`src/rtl/selfref_pkg.sv`:
```
package selfref_pkg;

  typedef enum logic [2:0] {
    ST_IDLE,
    ST_ENTER,
    ST_POST,
    ST_HOLD,
    ST_CLKOFF,
    ST_CLKON,
    ST_EXIT
  } sr_state_e;

  localparam logic [1:0] CMD_NOP = 2'd0;
  localparam logic [1:0] CMD_DES = 2'd1;
  localparam logic [1:0] CMD_REF = 2'd2;

  // larger of two counts
  function automatic int unsigned max_u(input int unsigned a, input int unsigned b);
    return (a > b) ? a : b;
  endfunction

  // true when the cycles already spent plus the current one cover the need
  function automatic logic span_done(input int unsigned spent, input int unsigned need);
    return (spent + 1) >= need;
  endfunction

endpackage

```
`src/rtl/sr_sat_cnt.sv`:
```
module sr_sat_cnt #(
  parameter int W          = 9,
  parameter bit START_FULL = 1'b0
) (
  input  logic         clk,
  input  logic         rst_n,
  input  logic         clr,
  input  logic         inc,
  output logic [W-1:0] cnt
);
  localparam logic [W-1:0] TOP = '1;

  always_ff @(posedge clk) begin
    if (!rst_n)               cnt <= START_FULL ? TOP : '0;
    else if (clr)             cnt <= '0;
    else if (inc && cnt != TOP) cnt <= cnt + W'(1);
  end
endmodule

```
`src/rtl/sr_cfg_hold.sv`:
```
module sr_cfg_hold
  import selfref_pkg::*;
#(
  parameter int TW = 8
) (
  input  logic          clk,
  input  logic          rst_n,
  input  logic          load,
  input  logic [TW-1:0] cfg_trp,
  input  logic [TW-1:0] cfg_tckesr,
  input  logic [TW-1:0] cfg_tcksre,
  input  logic [TW-1:0] cfg_tcksrx,
  input  logic [TW-1:0] cfg_txs,
  input  logic [TW-1:0] cfg_txsdll,
  input  logic          cfg_clkstop_en,
  output logic [TW-1:0] trp_q,
  output logic [TW-1:0] tckesr_q,
  output logic [TW-1:0] tcksre_q,
  output logic [TW-1:0] tcksrx_q,
  output logic [TW-1:0] txs_q,
  output logic [TW-1:0] txsdll_q,
  output logic          clkstop_q
);
  logic [TW-1:0] txs_n, txsdll_n, tcksrx_n;

  // exit waits of zero are raised to one; the DLL wait never ends first
  always_comb begin
    txs_n    = TW'(max_u(32'(cfg_txs), 32'd1));
    txsdll_n = TW'(max_u(32'(cfg_txsdll), 32'(txs_n)));
    tcksrx_n = TW'(max_u(32'(cfg_tcksrx), 32'd1));
  end

  always_ff @(posedge clk) begin
    if (!rst_n) begin
      trp_q     <= '0;
      tckesr_q  <= '0;
      tcksre_q  <= '0;
      tcksrx_q  <= TW'(1);
      txs_q     <= TW'(1);
      txsdll_q  <= TW'(1);
      clkstop_q <= 1'b0;
    end else if (load) begin
      trp_q     <= cfg_trp;
      tckesr_q  <= cfg_tckesr;
      tcksre_q  <= cfg_tcksre;
      tcksrx_q  <= tcksrx_n;
      txs_q     <= txs_n;
      txsdll_q  <= txsdll_n;
      clkstop_q <= cfg_clkstop_en;
    end
  end
endmodule

```
`src/rtl/sr_entry_gate.sv`:
```
module sr_entry_gate #(
  parameter int TW = 8,
  parameter int CW = TW + 1
) (
  input  logic          pend,
  input  logic          banks_idle,
  input  logic          burst_active,
  input  logic [CW-1:0] rp_cnt,
  input  logic [TW-1:0] trp,
  input  logic          term_en,
  input  logic          odt_now,
  output logic          rp_ok,
  output logic          go
);
  assign rp_ok = rp_cnt >= {{(CW-TW){1'b0}}, trp};
  assign go    = pend && banks_idle && !burst_active && rp_ok && (!term_en || !odt_now);
endmodule

```
`src/rtl/selfref_seq.sv`:
```
module selfref_seq
  import selfref_pkg::*;
#(
  parameter int TW = 8
) (
  input  logic          clk,
  input  logic          rst_n,
  input  logic          sr_req,
  input  logic          wake_req,
  input  logic          banks_idle,
  input  logic          burst_active,
  input  logic          prech_evt,
  input  logic          term_en,
  input  logic          odt_in,
  input  logic [TW-1:0] cfg_trp,
  input  logic [TW-1:0] cfg_tckesr,
  input  logic [TW-1:0] cfg_tcksre,
  input  logic [TW-1:0] cfg_tcksrx,
  input  logic [TW-1:0] cfg_txs,
  input  logic [TW-1:0] cfg_txsdll,
  input  logic          cfg_clkstop_en,
  output logic          mem_cke,
  output logic          mem_odt,
  output logic [1:0]    mem_cmd,
  output logic          mem_clk_stop,
  output logic          grant_nodll,
  output logic          grant_dll
);
  localparam int CW = TW + 1;

  sr_state_e     state_q, state_n;
  logic          pend_q, wake_q;
  logic [TW-1:0] trp_q, tckesr_q, tcksre_q, tcksrx_q, txs_q, txsdll_q;
  logic          clkstop_q;
  logic [CW-1:0] rp_cnt, low_cnt, ph_cnt;

  // named internal events
  logic entry_go, rp_ok, ckesr_met, cksre_met, cksrx_met, xs_met, xsdll_met;
  logic in_idle, in_exit, asleep, phase_change;

  assign in_idle      = (state_q == ST_IDLE);
  assign in_exit      = (state_q == ST_EXIT);
  assign asleep       = !(in_idle || in_exit);
  assign phase_change = (state_n != state_q);

  sr_cfg_hold #(.TW(TW)) u_cfg (
    .clk(clk), .rst_n(rst_n), .load(in_idle),
    .cfg_trp(cfg_trp), .cfg_tckesr(cfg_tckesr), .cfg_tcksre(cfg_tcksre),
    .cfg_tcksrx(cfg_tcksrx), .cfg_txs(cfg_txs), .cfg_txsdll(cfg_txsdll),
    .cfg_clkstop_en(cfg_clkstop_en),
    .trp_q(trp_q), .tckesr_q(tckesr_q), .tcksre_q(tcksre_q),
    .tcksrx_q(tcksrx_q), .txs_q(txs_q), .txsdll_q(txsdll_q),
    .clkstop_q(clkstop_q)
  );

  // cycles since the last precharge marker
  sr_sat_cnt #(.W(CW), .START_FULL(1'b1)) u_rp_cnt (
    .clk(clk), .rst_n(rst_n), .clr(prech_evt), .inc(1'b1), .cnt(rp_cnt)
  );

  // cycles CKE has already spent low
  sr_sat_cnt #(.W(CW), .START_FULL(1'b0)) u_low_cnt (
    .clk(clk), .rst_n(rst_n), .clr(!asleep), .inc(1'b1), .cnt(low_cnt)
  );

  // cycles spent in the current phase
  sr_sat_cnt #(.W(CW), .START_FULL(1'b0)) u_ph_cnt (
    .clk(clk), .rst_n(rst_n), .clr(phase_change), .inc(1'b1), .cnt(ph_cnt)
  );

  sr_entry_gate #(.TW(TW), .CW(CW)) u_gate (
    .pend(pend_q), .banks_idle(banks_idle), .burst_active(burst_active),
    .rp_cnt(rp_cnt), .trp(trp_q), .term_en(term_en), .odt_now(mem_odt),
    .rp_ok(rp_ok), .go(entry_go)
  );

  assign ckesr_met = span_done(32'(low_cnt), 32'(tckesr_q));
  assign cksre_met = span_done(32'(low_cnt), 32'(tcksre_q));
  assign cksrx_met = span_done(32'(ph_cnt), 32'(tcksrx_q));
  assign xs_met    = ph_cnt >= {1'b0, txs_q};
  assign xsdll_met = ph_cnt >= {1'b0, txsdll_q};

  always_comb begin
    state_n = state_q;
    unique case (state_q)
      ST_IDLE:   if (entry_go) state_n = ST_ENTER;
      ST_ENTER:  state_n = ST_POST;
      ST_POST:   state_n = ST_HOLD;
      ST_HOLD: begin
        if (clkstop_q) begin
          if (cksre_met) state_n = ST_CLKOFF;
        end else if (wake_q && ckesr_met) begin
          state_n = ST_EXIT;
        end
      end
      ST_CLKOFF: if (wake_q && ckesr_met) state_n = ST_CLKON;
      ST_CLKON:  if (cksrx_met) state_n = ST_EXIT;
      ST_EXIT:   if (xsdll_met) state_n = ST_IDLE;
      default:   state_n = ST_IDLE;
    endcase
  end

  always_ff @(posedge clk) begin
    if (!rst_n) begin
      state_q <= ST_IDLE;
      pend_q  <= 1'b0;
      wake_q  <= 1'b0;
    end else begin
      state_q <= state_n;
      if (in_idle) pend_q <= entry_go ? 1'b0 : (pend_q || sr_req);
      if (state_q inside {ST_ENTER, ST_POST, ST_HOLD, ST_CLKOFF})
        wake_q <= wake_q || wake_req;
      else
        wake_q <= 1'b0;
    end
  end

  always_comb begin
    unique case (state_q)
      ST_ENTER:                      mem_cmd = CMD_REF;
      ST_HOLD, ST_CLKOFF, ST_CLKON:  mem_cmd = CMD_DES;
      default:                       mem_cmd = CMD_NOP;
    endcase
  end

  assign mem_cke      = !asleep;
  assign mem_clk_stop = (state_q == ST_CLKOFF);
  assign mem_odt      = in_idle && odt_in && !(pend_q && term_en);
  assign grant_nodll  = in_idle || (in_exit && xs_met);
  assign grant_dll    = in_idle || (in_exit && xsdll_met);

endmodule

```
`config.mk`:
```
export PLATFORM = sky130hd
export DESIGN_NAME = selfref_seq
export DESIGN_NICKNAME = d
export VERILOG_FILES = /design/src/rtl/selfref_pkg.sv /design/src/rtl/sr_sat_cnt.sv /design/src/rtl/sr_cfg_hold.sv /design/src/rtl/sr_entry_gate.sv /design/src/rtl/selfref_seq.sv
export SDC_FILE = /design/constraint.sdc
export NUM_CORES = 1
export LEC_CHECK = 0
export ABC_AREA = 0
export BUFFER_PORTS_ARGS = -buffer_cell sky130_fd_sc_hd__buf_2
export CAP_MARGIN = 5
export CORE_MARGIN = 4
export CORE_UTILIZATION = 45
export DETAILED_ROUTE_END_ITERATION = 10
export SKIP_CTS_REPAIR_TIMING = 1
export SYNTH_ARGS = -nofsm -noshare
export SYNTH_HDL_FRONTEND = slang
export SYNTH_HIERARCHICAL = 1
export SYNTH_SLANG_ARGS = --single-unit
```
`constraint.sdc`:
```
create_clock -name clk -period 3.3 [get_ports clk]
set_input_delay 0 -clock clk [delete_from_list [all_inputs] [get_ports clk]]
set_output_delay 0 -clock clk [all_outputs]
set_load 0.01 [all_outputs]
```
; Word-level counts from Yosys, hierarchy flattened
; Cells that the tools add are included.
[classes]
n_addsub = 5
magnitude_cmp = 9
eq_ne = 10
mux = 15
bitwise_logic = 1
reduce_logical = 27
[op_table]
columns = operator, n
row1 = $ge 32x8->1, 1
row2 = $add 9x1->9 const B, 3
row3 = $ge 9x8->1, 3
row4 = $ne 9x9->1 const B, 3
row5 = $mux 8, 3
row6 = $mux 3, 7
row7 = $pmux 3 s7, 1
row8 = $add 9x1->10 const B, 2
row9 = $ge 10x8->1, 2
row10 = $mux 9, 2
row11 = $gt 8x1->1 const B, 2
row12 = $logic_and 1x1->1, 10
row13 = $eq 3x3->1 const B, 3
row14 = $gt 8x8->1, 1
row15 = $eq 3x2->1 const B, 2
row16 = $logic_or 1x1->1, 6
row17 = $logic_not 1->1, 4
row18 = $pmux 2 s2, 1
row19 = $reduce_bool 4->1, 1
row20 = $reduce_or 2->1, 2
row21 = $eq 3x1->1 const B, 1
row22 = $logic_not 3->1, 1
row23 = $ne 3x3->1, 1
row24 = $reduce_or 3->1, 1
row25 = 4 further kinds, 4
[totals]
register_bits = 81
inputBits = 58
output_inout_bits = 7
wordCells = 80

; Longest topological paths before layout
; Gate-level depths: netlist (run 1).
[depth]
depth_word = 10
mapped_depth = 13

; Hierarchy
; Netlist (run 1), hierarchy kept.
[modules_own_cells]
columns = module, instances, cells_each, area_each_um2, seq_area_each_um2
row1 = sr_cfg_hold, 1, 211, 2172.1, 980.9
row2 = selfref_seq, 1, 226, 1632.8, 100.1
row3 = sr_sat_cnt at u_low_cnt ..., 2, 46, 415.4, 180.2
row4 = sr_sat_cnt at u_rp_cnt, 1, 49, 449.2, 180.2
row5 = sr_entry_gate, 1, 30, 232.7, 0.0

; Least setup slack after synthesis (run 1)
; OpenSTA, ideal clock, no wires.
[synth_path]
path_kind = register to register
start = register u_low_cnt.cnt[3]
end = register u_ph_cnt.cnt[0]
setup_ns = 0.126
arrival_time_ns = 2.418
required_time_ns = 3.174
setup_slack_ns = 0.756
path_stages_with_launch = 14
path_buffers = 1
period_less_slack_ns = 2.544
path_cell_list = dfxtp_1 > and3_2 > nand3_1 > xnor2_1 > ha_1 > and3_1 > nand3_1 > a211o_1 > nand4_1 > o2bb2ai_1 > o31ai_1 > nand2b_1 > clkbuf_1 > nor2_1
[synth_via]
elab_chain_len = 8
word_cells_on_any_way = 11
cone_classes = 1 x add/sub / 2 x order compare / 1 x eq/ne / 5 x mux / 2 x reduce/logical
[synth_lines]
columns = element, line_no
row1 = "start, declared", sr_sat_cnt.sv:9  ; output logic [W-1:0] cnt
row2 = "start signal, assigned", sr_sat_cnt.sv:14  ; if (!rst_n) cnt <= START_FULL ? TOP : '0;
row3 = "start signal, assigned", sr_sat_cnt.sv:16  ; else if (inc && cnt != TOP) cnt <= cnt + W'(1);
row4 = $add 9x1->10 (*), selfref_pkg.sv:24  ; return (spent + 1) >= need;
row5 = $ge 32x8->1, selfref_pkg.sv:24
row6 = $logic_and 1x1->1, "selfref_seq.sv:92, selfref_seq.sv:96"
row7 = $mux 3, selfref_seq.sv:92  ; end else if (wake_q && ckesr_met) begin
row8 = $mux 3, selfref_seq.sv:90  ; if (clkstop_q) begin
row9 = $pmux 3 s7 (*), selfref_seq.sv:85  ; unique case (state_q)
row10 = $ne 3x3->1 (*), selfref_seq.sv:44  ; assign phase_change = (state_n != state_q);
row11 = via phase_change, selfref_seq.sv:39  ; logic in_idle, in_exit, asleep, phase_change;
row12 = $reduce_or 2->1 (no source line) (*), -
row13 = "end signal, assigned", sr_sat_cnt.sv:14
row14 = "end signal, assigned", sr_sat_cnt.sv:16
row15 = "end, declared", sr_sat_cnt.sv:9
; Mark *: on every way through the listed nets, which the timed path passes. The rest lies on a longest branch.
; A chain may end at the register's enable or synchronous reset.

; Final worst setup path (run 1)
[layout_path]
start = register u_low_cnt.cnt[2]
end = register u_ph_cnt.cnt[3]
; Same word-level chain as after synthesis.

==> impl_results.md, run 1 <==
- Met2 Wirelength: around 6000 um
- Final net count: approximately 850
- Slew Limit Fails: 0
- Status: finished, violations left
- Synth Warn #: 6
- Final GP Congestion: approximately 0.83
- Data required time at the worst endpoint: 3.56 ns
- Final Util: 0.5731
- Pwr Density: between 400 and 500 nW/um^2
- Number of global-route vias before repair: 4,259
- CTS H-tree depth: 3
- Crit. End Element: flip-flop
- Final wirelength: 12,010 um
- Number of max-cap violations: 0
- Met3 routed WL: 329 um
- ANT nets after route: 0
- Placement Cell Area: 5802 sq um
- Synth-to-Final Area Change: 23.66%
- Drt initial violations: 200
- Fin crit share: 0.8778
- Multi-input logic area: between 3000 and 4000 sq um
- Via-to-Cell Ratio: approximately 5.2
- Post-placement cell count: around 800
- Clock Path Buffers: 2
- Global-route wire length before repair: approximately 19,000 um
- Die width: between 100 and 150 um
- Non-filler cells, final: 871
- CTS tree: built
- Largest net degree at the start of global routing: 65
- Worst hold path class: input port to flip-flop
- Share of cells above drive strength 1: 0.1486
- Critical path class: flip-flop to flip-flop
- Place WS: between 0.4 and 0.5 ns
- Storage cell area: approximately 1600 sq um
- VDD IR-drop max: between 0.0003 and 0.0004 V
- Vias: 4,543
- Tightest Pin Transition: ~0.9 ns
- Die H: between 100 and 150 um
- Remaining global-route overflow: 0
- Clock Skew: ~0.0084 ns
- Core area: 11,470 sq um
- Total CTS buffers: 9
- Clock slew at reported path FFs: 0.06 ns
- Die area: about 14,000 sq um
- Max_slew headroom: 0.4134
- Post-route setup TNS: 0 ns
- # fillers: ~1,000
- Synthesized area: 5314 sq um
- Number of I/O pins: 65
- RSZ-0062 raised after global routing: no
- Root buffer cell: clkbuf_16
- Hpwl dp: 8940 um
- Routed length per instance: approximately 14 um
- Initial Utilization: 0.4634
- Final Hold Vio Count: 7
- Hold Slack: -0.06934 ns
- # DRC: 0
- Minimum clock period: between 2 and 3 ns
- Top Metal Used: met4
- Total Routing Usage GR: 0.1751
- Worst Setup Slack, final: around 0.4 ns
- Final Cell Area: roughly 6600 sq um
- Arr. time, crit path: around 3.2 ns
- Startpoint types: flip-flop
- Clk Latency, worst-skew pair: between 0.3 and 0.4 ns
- Rows: 39
- Fmax: about 0.35 GHz
- Clock Sinks: 81
- Top fanout value on the critical path: 9
- Failing checks: hold timing
- Initial antenna violation count: 0
- # setup viols final: 0
- Wire length on met1: 5487 um
- Port-buffer cells: 64
- Post-Syn Instances: approximately 610
- Leakage: about 3.1 nW
- Total Power: between 2 and 3 mW
- Detailed Routing Iterations Pass 1: 6
- Syn avg cell area: ~8.8 sq um
[registers in the layout, summed over array words and instances (netlist names), 8 cells and up]
name	count
u_cfg/tckesr_q	8
u_cfg/tcksre_q	8
u_cfg/tcksrx_q	8
u_cfg/trp_q	8
u_cfg/txs_q	8
u_cfg/txsdll_q	8
u_low_cnt/cnt	9
u_ph_cnt/cnt	9
u_rp_cnt/cnt	9
[worst max-delay path, cell delays in order (launching register included)]
cell and delay [ns]:
dfxtp_1 0.51, nand3_1 0.22, nor2_1 0.17, xor2_1 0.21, ha_1 0.29, a211oi_1 0.24, a21oi_1 0.09, a21oi_1 0.14
and3b_2 0.21, and3_1 0.16, o31ai_1 0.06, nand2b_1 0.31, a21oi_1 0.20
[path summary, 6_finish.rpt]
kind / from / end / slack [ns] / depth (start not counted)
min reg2reg: u_cfg/txs_q[0] / u_cfg/txs_q[0] / 0.48 / 2
min: cfg_tcksre[2] / u_cfg/tcksre_q[2] / -0.07 / 3
max reg2reg: u_low_cnt/cnt[2] / u_ph_cnt/cnt[3] / 0.40 / 12
max: u_low_cnt/cnt[2] / u_ph_cnt/cnt[3] / 0.40 / 12
[layer usage]
metal / track usage / vias up
met5: 0 / -
met2: 0.3059 / 48
met3: 0.04197 / 16
met4: 0.05122 / 0
li1: - / 2377
met1: 0.2143 / 2102
[cell usage in the layout, fill, tap and decap left out, drive strengths merged, types with 4 or more instances in the layout]
| cell | n |
|---|---|
| xnor2 | 12 |
| and3 | 6 |
| dlygate4sd3 | 47 |
| nor3 | 9 |
| nand4 | 12 |
| nor2 | 24 |
| nand3 | 31 |
| a211o | 5 |
| inv | 65 |
| a21o | 6 |
| nand3b | 4 |
| dfxtp | 81 |
| nand2 | 27 |
| mux2i | 48 |
| nor2b | 44 |
| a31oi | 8 |
| clkbuf | 12 |
| ha | 64 |
| o21ai | 41 |
| a21oi | 28 |
| o211ai | 5 |
| or4 | 5 |
| conb | 10 |
| nand2b | 8 |
| a211oi | 6 |
| xor2 | 7 |
| or3 | 8 |
| buf | 68 |
[area by class of cell]
| cell class | instances | area share |
|---|---|---|
| Multi-Input combinational cell | 451 | 0.5185 |
| Clock inverter | 3 | 0.006093 |
| Sequential cell | 81 | 0.2468 |
| Clock buffer | 12 | 0.03903 |
| Tap cell | 143 | 0.02723 |
| Timing Repair Buffer | 115 | 0.1249 |
| Antenna cell | 1 | 0.0003808 |
| Inverter | 65 | 0.03713 |
[power by group]
| group | internal, mW | total [mW] | switching (mW) |
|---|---|---|---|
| clock | 0.620 | 1.00 | 0.382 |
| combinational | 0.293 | 0.594 | 0.301 |
| sequential | 1.06 | 1.12 | 0.0609 |
(Power assumes the default switching activity.)
==> run 2: changes to the inputs <==
Settings changed: ABC_AREA 0 to 1, SETUP_SLACK_MARGIN set to 0.5.
==> run 2 against run 1 <==
Worst setup slack better by 0.21 ns; area after synthesis grew 6.1%; largest power group unchanged; combinational power grew 5.4%; critical path type unchanged; the flow still finishes with violations (hold timing); flip-flop and latch count unchanged; synthesized cell count grew 33%; via count rose by 17%; clock skew down 0.0029 ns; clock-buffer cell count down 1; sequential power about the same; clock power is 4% lower; wire length grew 12%; largest cell class unchanged; critical path depth increased by 8.
==> impl_results.md, run 2 <==
- CTS H-tree depth: 3 (unchanged)
- Clock Path Buffers: 2 (unchanged)
- Remaining global-route overflow: 0 (unchanged)
- Crit-path cells: inv_6 -> nor4_4 -> nand2_1 -> xnor2_2 -> ha_4 -> nand2_2 -> nor2_2 -> nand2_1 -> nand3_2 -> nor2_2 -> nand2_1 -> nand3b_1 -> nand3_1 -> nand2_1 -> nand2_2 -> nand2_2 -> nand3_2 -> nor2_4 -> o21ai_0 -> nor2_1
- Post-route setup TNS: 0 ns (unchanged)
- Most Frequent Cell on Critical Path: nand2_1
- Vias: 5,308 (+17%)
- Tightest Pin Transition: 0.7362 ns (-0.1436 ns)
- Largest registers: u_low_cnt/cnt (9), u_ph_cnt/cnt (9), u_rp_cnt/cnt (9)
- Die width: 119.9 um (+2.8%)
- Hpwl dp: 9932 um (+11%)
- Met2 Wirelength: 6786 um (+13%)
- CTS tree: built
- Max_slew headroom: 0.5085 (+0.09504)
- Met3 routed WL: 443 um (+35%)
- Fin crit share: 0.8134 (-0.06442)
- Total Routing Usage GR: 0.1829 (+0.007743)
- Drt initial violations: 218 (+9.0%)
- Final net count: 1,051 (+24%)
- Root buffer cell: clkbuf_16
- Hold Slack: -0.01623 ns (+0.05310 ns)
- Initial antenna violation count: 0 (unchanged)
- Crit. End Element: flip-flop
- Number of I/O pins: 65 (unchanged)
- Routed length per instance: 12.24 um (-11%)
- VDD IR-drop max: 0.0002325 V (-25%)
- Clock slew at reported path FFs: 0.06 ns (about the same)
- Slew Limit Fails: 0 (unchanged)
- Final GP Congestion: 0.8373 (+0.96%)
- Startpoint types: flip-flop
- Initial Utilization: 0.4637 (about the same)
- Pwr Density: 384.2 nW/um^2 (-7.0%)
- Post-Syn Instances: 810 (+33%)
- Hold_sp: prech_evt
- Largest net degree at the start of global routing: 59 (-9.2%)
- Die area: 14,390 sq um (+5.7%)
- Via-to-Cell Ratio: 4.817 (-7.7%)
- Die H: 119.9 um (+2.8%)
- Syn avg cell area: 6.962 sq um (-20%)
- WHS Path Cells: 4 (+1)
- Global-route wire length before repair: 21,860 um (+14%)
- Clk Latency, worst-skew pair: 0.34 ns (about the same)
- Arr. time, crit path: 2.96 ns (-0.20 ns)
- Reg2reg end: u_ph_cnt/cnt[1]
- R2r setup slk: 0.62 ns (+0.21 ns)
- Worst r2r path cells: 20 (+8)
- Core area: 12,160 sq um (+6.1%)
- Reg2Reg Launch Point: u_low_cnt/cnt[3]
- Number of max-cap violations: 0 (unchanged)
- Total Power: 2.703 mW (-0.44%)
- # fillers: 1,159 (+12%)
- Synth Warn #: 6 (unchanged)
- Synth-to-Final Area Change: 24.76%
- ANT nets after route: 0 (unchanged)
- Clock Sinks: 81 (unchanged)
- Fmax: 0.3726 GHz (+7.9%)
- Port-buffer cells: 64 (unchanged)
- # setup viols final: 0 (unchanged)
- Commonest non-fill, non-tap cell in the layout: nand2_1
- Number of global-route vias before repair: 4,940 (+16%)
- Final wirelength: 13,490 um (+12%)
- Clock Skew: 0.005540 ns (-0.002879 ns)
- Rows: 40 (+2.6%)
- Final Hold Vio Count: 2 (-5)
- # diodes: 0 (-1)
- Status: finished, violations left
- Leakage: 3.446 nW (+11%)
- Data required time at the worst endpoint: 3.58 ns (+0.02 ns)
- Failing checks: hold timing
- # DRC: 0 (unchanged)
- Synthesized area: 5639 sq um (+6.1%)
- Min-Delay Endpoint: u_rp_cnt/cnt[5]
- Share of cells above drive strength 1: 0.2195 (+0.07093)
- Total CTS buffers: 9 (unchanged)
- Worst hold path class: input port to flip-flop
- Most frequent cells in the layout: nand2_1 (131), nor2_1 (121), inv_1 (114)
- Crit-path max cell delay: 0.39 ns (-0.12 ns)
- Critical path class: flip-flop to flip-flop
- Top Metal Used: met4
- Minimum clock period: 2.684 ns (-0.2126 ns)
- Wire length on met1: 6102 um (+11%)
- Top fanout value on the critical path: 7 (-2)
- Detailed Routing Iterations Pass 1: 4 (-2)
- Slowest CP cell: dfxtp_4
- RSZ-0062 raised after global routing: yes
run 2: area by class of cell:
class	instances	area, sq um	share of cell area
multi-input combinational	585	3546	0.5040
sequential	81	1652	0.2347
timing repair buffer	118	835.8	0.1188
inverter	134	509.2	0.07238
clock buffer	11	252.7	0.03592
tap	168	210.2	0.02988
clock inverter	5	30.03	0.004268
run 2: per-layer routing:
metal	up-vias	global-route usage
li1	2823	-
met1	2407	0.2307
met2	68	0.3196
met3	10	0.03016
met4	0	0.05369
met5	-	0
run 2: worst max-delay path: cells and delay by family, from the launching register on:
| kind | cells | cell delay [ns] |
|---|---|---|
| AND/OR/NAND/NOR | 16 | 1.57 |
| adder cells (fa/ha/maj) | 1 | 0.25 |
| flip-flops | 1 | 0.39 |
| AO/OA/AOI/OAI | 1 | 0.12 |
| buffers and inverters | 1 | 0.04 |
| XOR/XNOR | 1 | 0.25 |
run 2: report_power, final:
group | total, mW | leakage (nW) | switching (mW) | internal [mW]
Sequential | 1.11 | 0.678 | 0.0598 | 1.05
Clock | 0.963 | 0.137 | 0.416 | 0.547
Combinational | 0.626 | 2.63 | 0.365 | 0.261
Total | 2.70 | 3.45 | 0.841 | 1.86
run 2: per-stage QoR:
| step | worst slack, ns | cell area, sq um | utilization | instances | hold WS, ns |
|---|---|---|---|---|---|
| final | 0.6158 | 7036 | 0.5785 | 1102 | -0.01623 |
| after global routing | 0.3989 | 7036 | 0.5785 | 1102 | 0.004313 |
| after CTS | 0.2868 | 6411 | 0.5272 | 1052 | -0.1253 |
| after detailed placement | 0.3243 | 6128 | 0.5039 | 1036 | 0.2293 |
| after global placement | 0.4732 | 6128 | 0.5039 | 1036 | 0.2223 |
| after floorplan | 0.6861 | 5662 | - | 816 | 0.09320 |
run 2: worst max-delay path by stage:
stage | endpoint | start | slack, ns | cells past startpoint
4_1_cts | u_ph_cnt/cnt[0] | u_low_cnt/cnt[2] | 0.29 | 21
6_report | u_ph_cnt/cnt[1] | u_low_cnt/cnt[3] | 0.62 | 20
5_1_grt | u_ph_cnt/cnt[5] | u_low_cnt/cnt[3] | 0.40 | 20
3_5_place_dp | u_ph_cnt/cnt[0] | u_low_cnt/cnt[2] | 0.32 | 21
3_3_place_gp | u_ph_cnt/cnt[2] | u_low_cnt/cnt[2] | 0.47 | 21
2_1_floorplan | u_ph_cnt/cnt[0] | u_low_cnt/cnt[0] | 0.69 | 21
==> run 3: changes to the inputs <==
Clock period 3.3 ns to 2.6 ns, I/O delays scaled along.
==> run 3 against run 2 <==
The flow finishes with violations (hold timing, setup timing); clock power rose by 35%; via count is 2.9% higher; clock-buffer cell count unchanged; maximum frequency fell by 0.87%; wire length up 6.1%; worst hold slack lost 0.0016 ns; critical path depth unchanged; combinational power up 42%; first-iteration DRC count is 0.92% lower; worst setup slack worse by 0.72 ns; power increased by 34%.
==> impl_results.md, run 3 (synthesized netlist as in run 2, its figures left out) <==
- # DRC: 0 (unchanged)
- Die width: 119.9 um (unchanged)
- Status: finished, violations left
- Number of global-route vias before repair: 5,059 (+2.4%)
- Global-route wire length before repair: 22,190 um (+1.5%)
- Final GP Congestion: 0.8817 (+5.3%)
- Tightest Pin Transition: 0.7375 ns (+0.001264 ns)
- Place WS: -0.09618 ns (-0.4205 ns)
- Slew Limit Fails: 0 (unchanged)
- # setup viols final: 9 (+9)
- # diodes: 0 (unchanged)
- Port-buffer cells: 64 (unchanged)
- ANT nets after route: 0 (unchanged)
- Pwr Density: 489.3 nW/um^2 (+27%)
- Routed length per instance: 12.76 um (+4.2%)
- Drt initial violations: 216 (-0.92%)
- WHS Path Cells: 4 (unchanged)
- RSZ-0062 raised after global routing: yes
- CTS tree: built
- Total CTS buffers: 9 (unchanged)
- Synth-to-Final Area Change: 30.82%
- Top fanout value on the critical path: 7 (unchanged)
- Critical path class: flip-flop to flip-flop
- CTS H-tree depth: 3 (unchanged)
- Largest registers: u_low_cnt/cnt (9), u_ph_cnt/cnt (9), u_rp_cnt/cnt (9)
- Clock Sinks: 81 (unchanged)
- Final wirelength: 14,320 um (+6.1%)
- Rows: 40 (unchanged)
- Clk Latency, worst-skew pair: 0.35 ns (about the same)
- Number of I/O pins: 65 (unchanged)
- Die H: 119.9 um (unchanged)
- Crit. End Element: flip-flop
- Initial antenna violation count: 0 (unchanged)
- Commonest non-fill, non-tap cell in the layout: nand2_1
- Largest net degree at the start of global routing: 45 (-24%)
- Detailed Routing Iterations Pass 1: 5 (+1)
- Clock Path Buffers: 2 (unchanged)
- Data required time at the worst endpoint: 2.87 ns (-0.71 ns)
- Clock Skew: 0.01095 ns (+0.005408 ns)
- Vias: 5,464 (+2.9%)
- Clock slew at reported path FFs: 0.06 ns (about the same)
- Failing checks: hold timing, setup timing
- Share of cells above drive strength 1: 0.2579 (+0.03838)
- Minimum clock period: 2.708 ns (+0.02366 ns)
- Number of max-cap violations: 0 (unchanged)
- Total Power: 3.610 mW (+34%)
- Final net count: 1,071 (+1.9%)
- Worst Setup Slack, final: -0.1078 ns (-0.7237 ns)
- Via-to-Cell Ratio: 4.870 (+1.1%)
- Max_slew headroom: 0.5076 (-0.0008440)
- Worst hold path class: input port to flip-flop
- Root buffer cell: clkbuf_16
- Core area: 12,160 sq um (unchanged)
- Total Routing Usage GR: 0.1885 (+0.005621)
- Most frequent cells in the layout: nand2_1 (125), nor2_1 (119), inv_1 (112)
- Worst r2r path cells: 20 (unchanged)
- Final Hold Vio Count: 1 (-1)
- Leakage: 3.561 nW (+3.3%)
- Die area: 14,390 sq um (unchanged)
- Initial Utilization: 0.4637 (unchanged)
- Fmax: 0.3693 GHz (-0.87%)
- Startpoint types: flip-flop
- Hold Slack: -0.01785 ns (-0.001617 ns)
- Fin crit share: 1.041 (+0.2281)
- Hpwl dp: 10,290 um (+3.6%)
- Arr. time, crit path: 2.98 ns (+0.02 ns)
- Remaining global-route overflow: 0 (unchanged)
- VDD IR-drop max: 0.0003023 V (+30%)
- Final Util: 0.6066 (+0.02809)
==> run 3: cell types whose count changed in the layout (fill, tap and decap cells not counted), moves of 3 or more <==
cell,delta
ha_4,+8
nand2_2,+4
nand2_1,-6
clkinv_2,-3
inv_2,+3
buf_4,+15
a21oi_2,+4
ha_1,-10
a21oi_1,-5
nor2_4,+3
buf_6,+5
==> run 3: critical path, cell delays in order (launching register included) <==
cell and delay (ns):
dfxtp_4 0.36, nand2_1 0.09, nor2_4 0.11, a21oi_1 0.07, or2_2 0.30, inv_2 0.10, ha_1 0.26, a21o_1 0.19
nor2_1 0.11, nand2_1 0.07, nand2_1 0.06, nand3_1 0.08, nand2_2 0.10, nand3_1 0.07, nand2_1 0.08, nand2_2 0.06
nand2_2 0.06, nand3_2 0.08, nor2_4 0.21, o21ai_1 0.09, nor2_1 0.09
==> run 3: layout make-up <==
cell class | instances | area [sq um]
Clock buffer | 11 | 242.7
Clock inverter | 5 | 61.31
Fill cell | 1124 | 4785
Inverter | 134 | 504.2
Multi-Input combinational cell | 585 | 3710
Sequential cell | 81 | 1644
Tap cell | 168 | 210.2
Timing Repair Buffer | 138 | 1005
==> run 3: worst paths after layout <==
kind / startpoint / slack [ns] / end
hold / removal: prech_evt / -0.02 / u_rp_cnt/cnt[5]
setup reg to reg: u_low_cnt/cnt[4] / -0.11 / u_ph_cnt/cnt[3]
setup / recovery: u_low_cnt/cnt[4] / -0.11 / u_ph_cnt/cnt[3]
hold reg to reg: u_cfg/txsdll_q[3] / 0.48 / u_cfg/txsdll_q[3]
==> run 3: stage by stage <==
stage	area, sq um	std cells	TNS, ns
floorplan	5712	816	0
global placement	6329	1056	-0.03000
detailed placement	6329	1056	-0.6179
CTS	6633	1072	-1.303
global route	7377	1122	-2.824
finish	7377	1122	-0.6975
==> run 3: layer usage <==
layer / wire (um) / GRT usage / share of wire
met5: 0 / 0 / 0
met4: 416 / 0.09162 / 0.029
met3: 390 / 0.03063 / 0.027
met2: 7327 / 0.3372 / 0.51
met1: 6182 / 0.2169 / 0.43
==> run 3: where the power goes <==
group	total [mW]	switching (mW)	internal [mW]
combinational	0.891	0.511	0.380
sequential	1.42	0.0734	1.34
clock	1.30	0.528	0.776
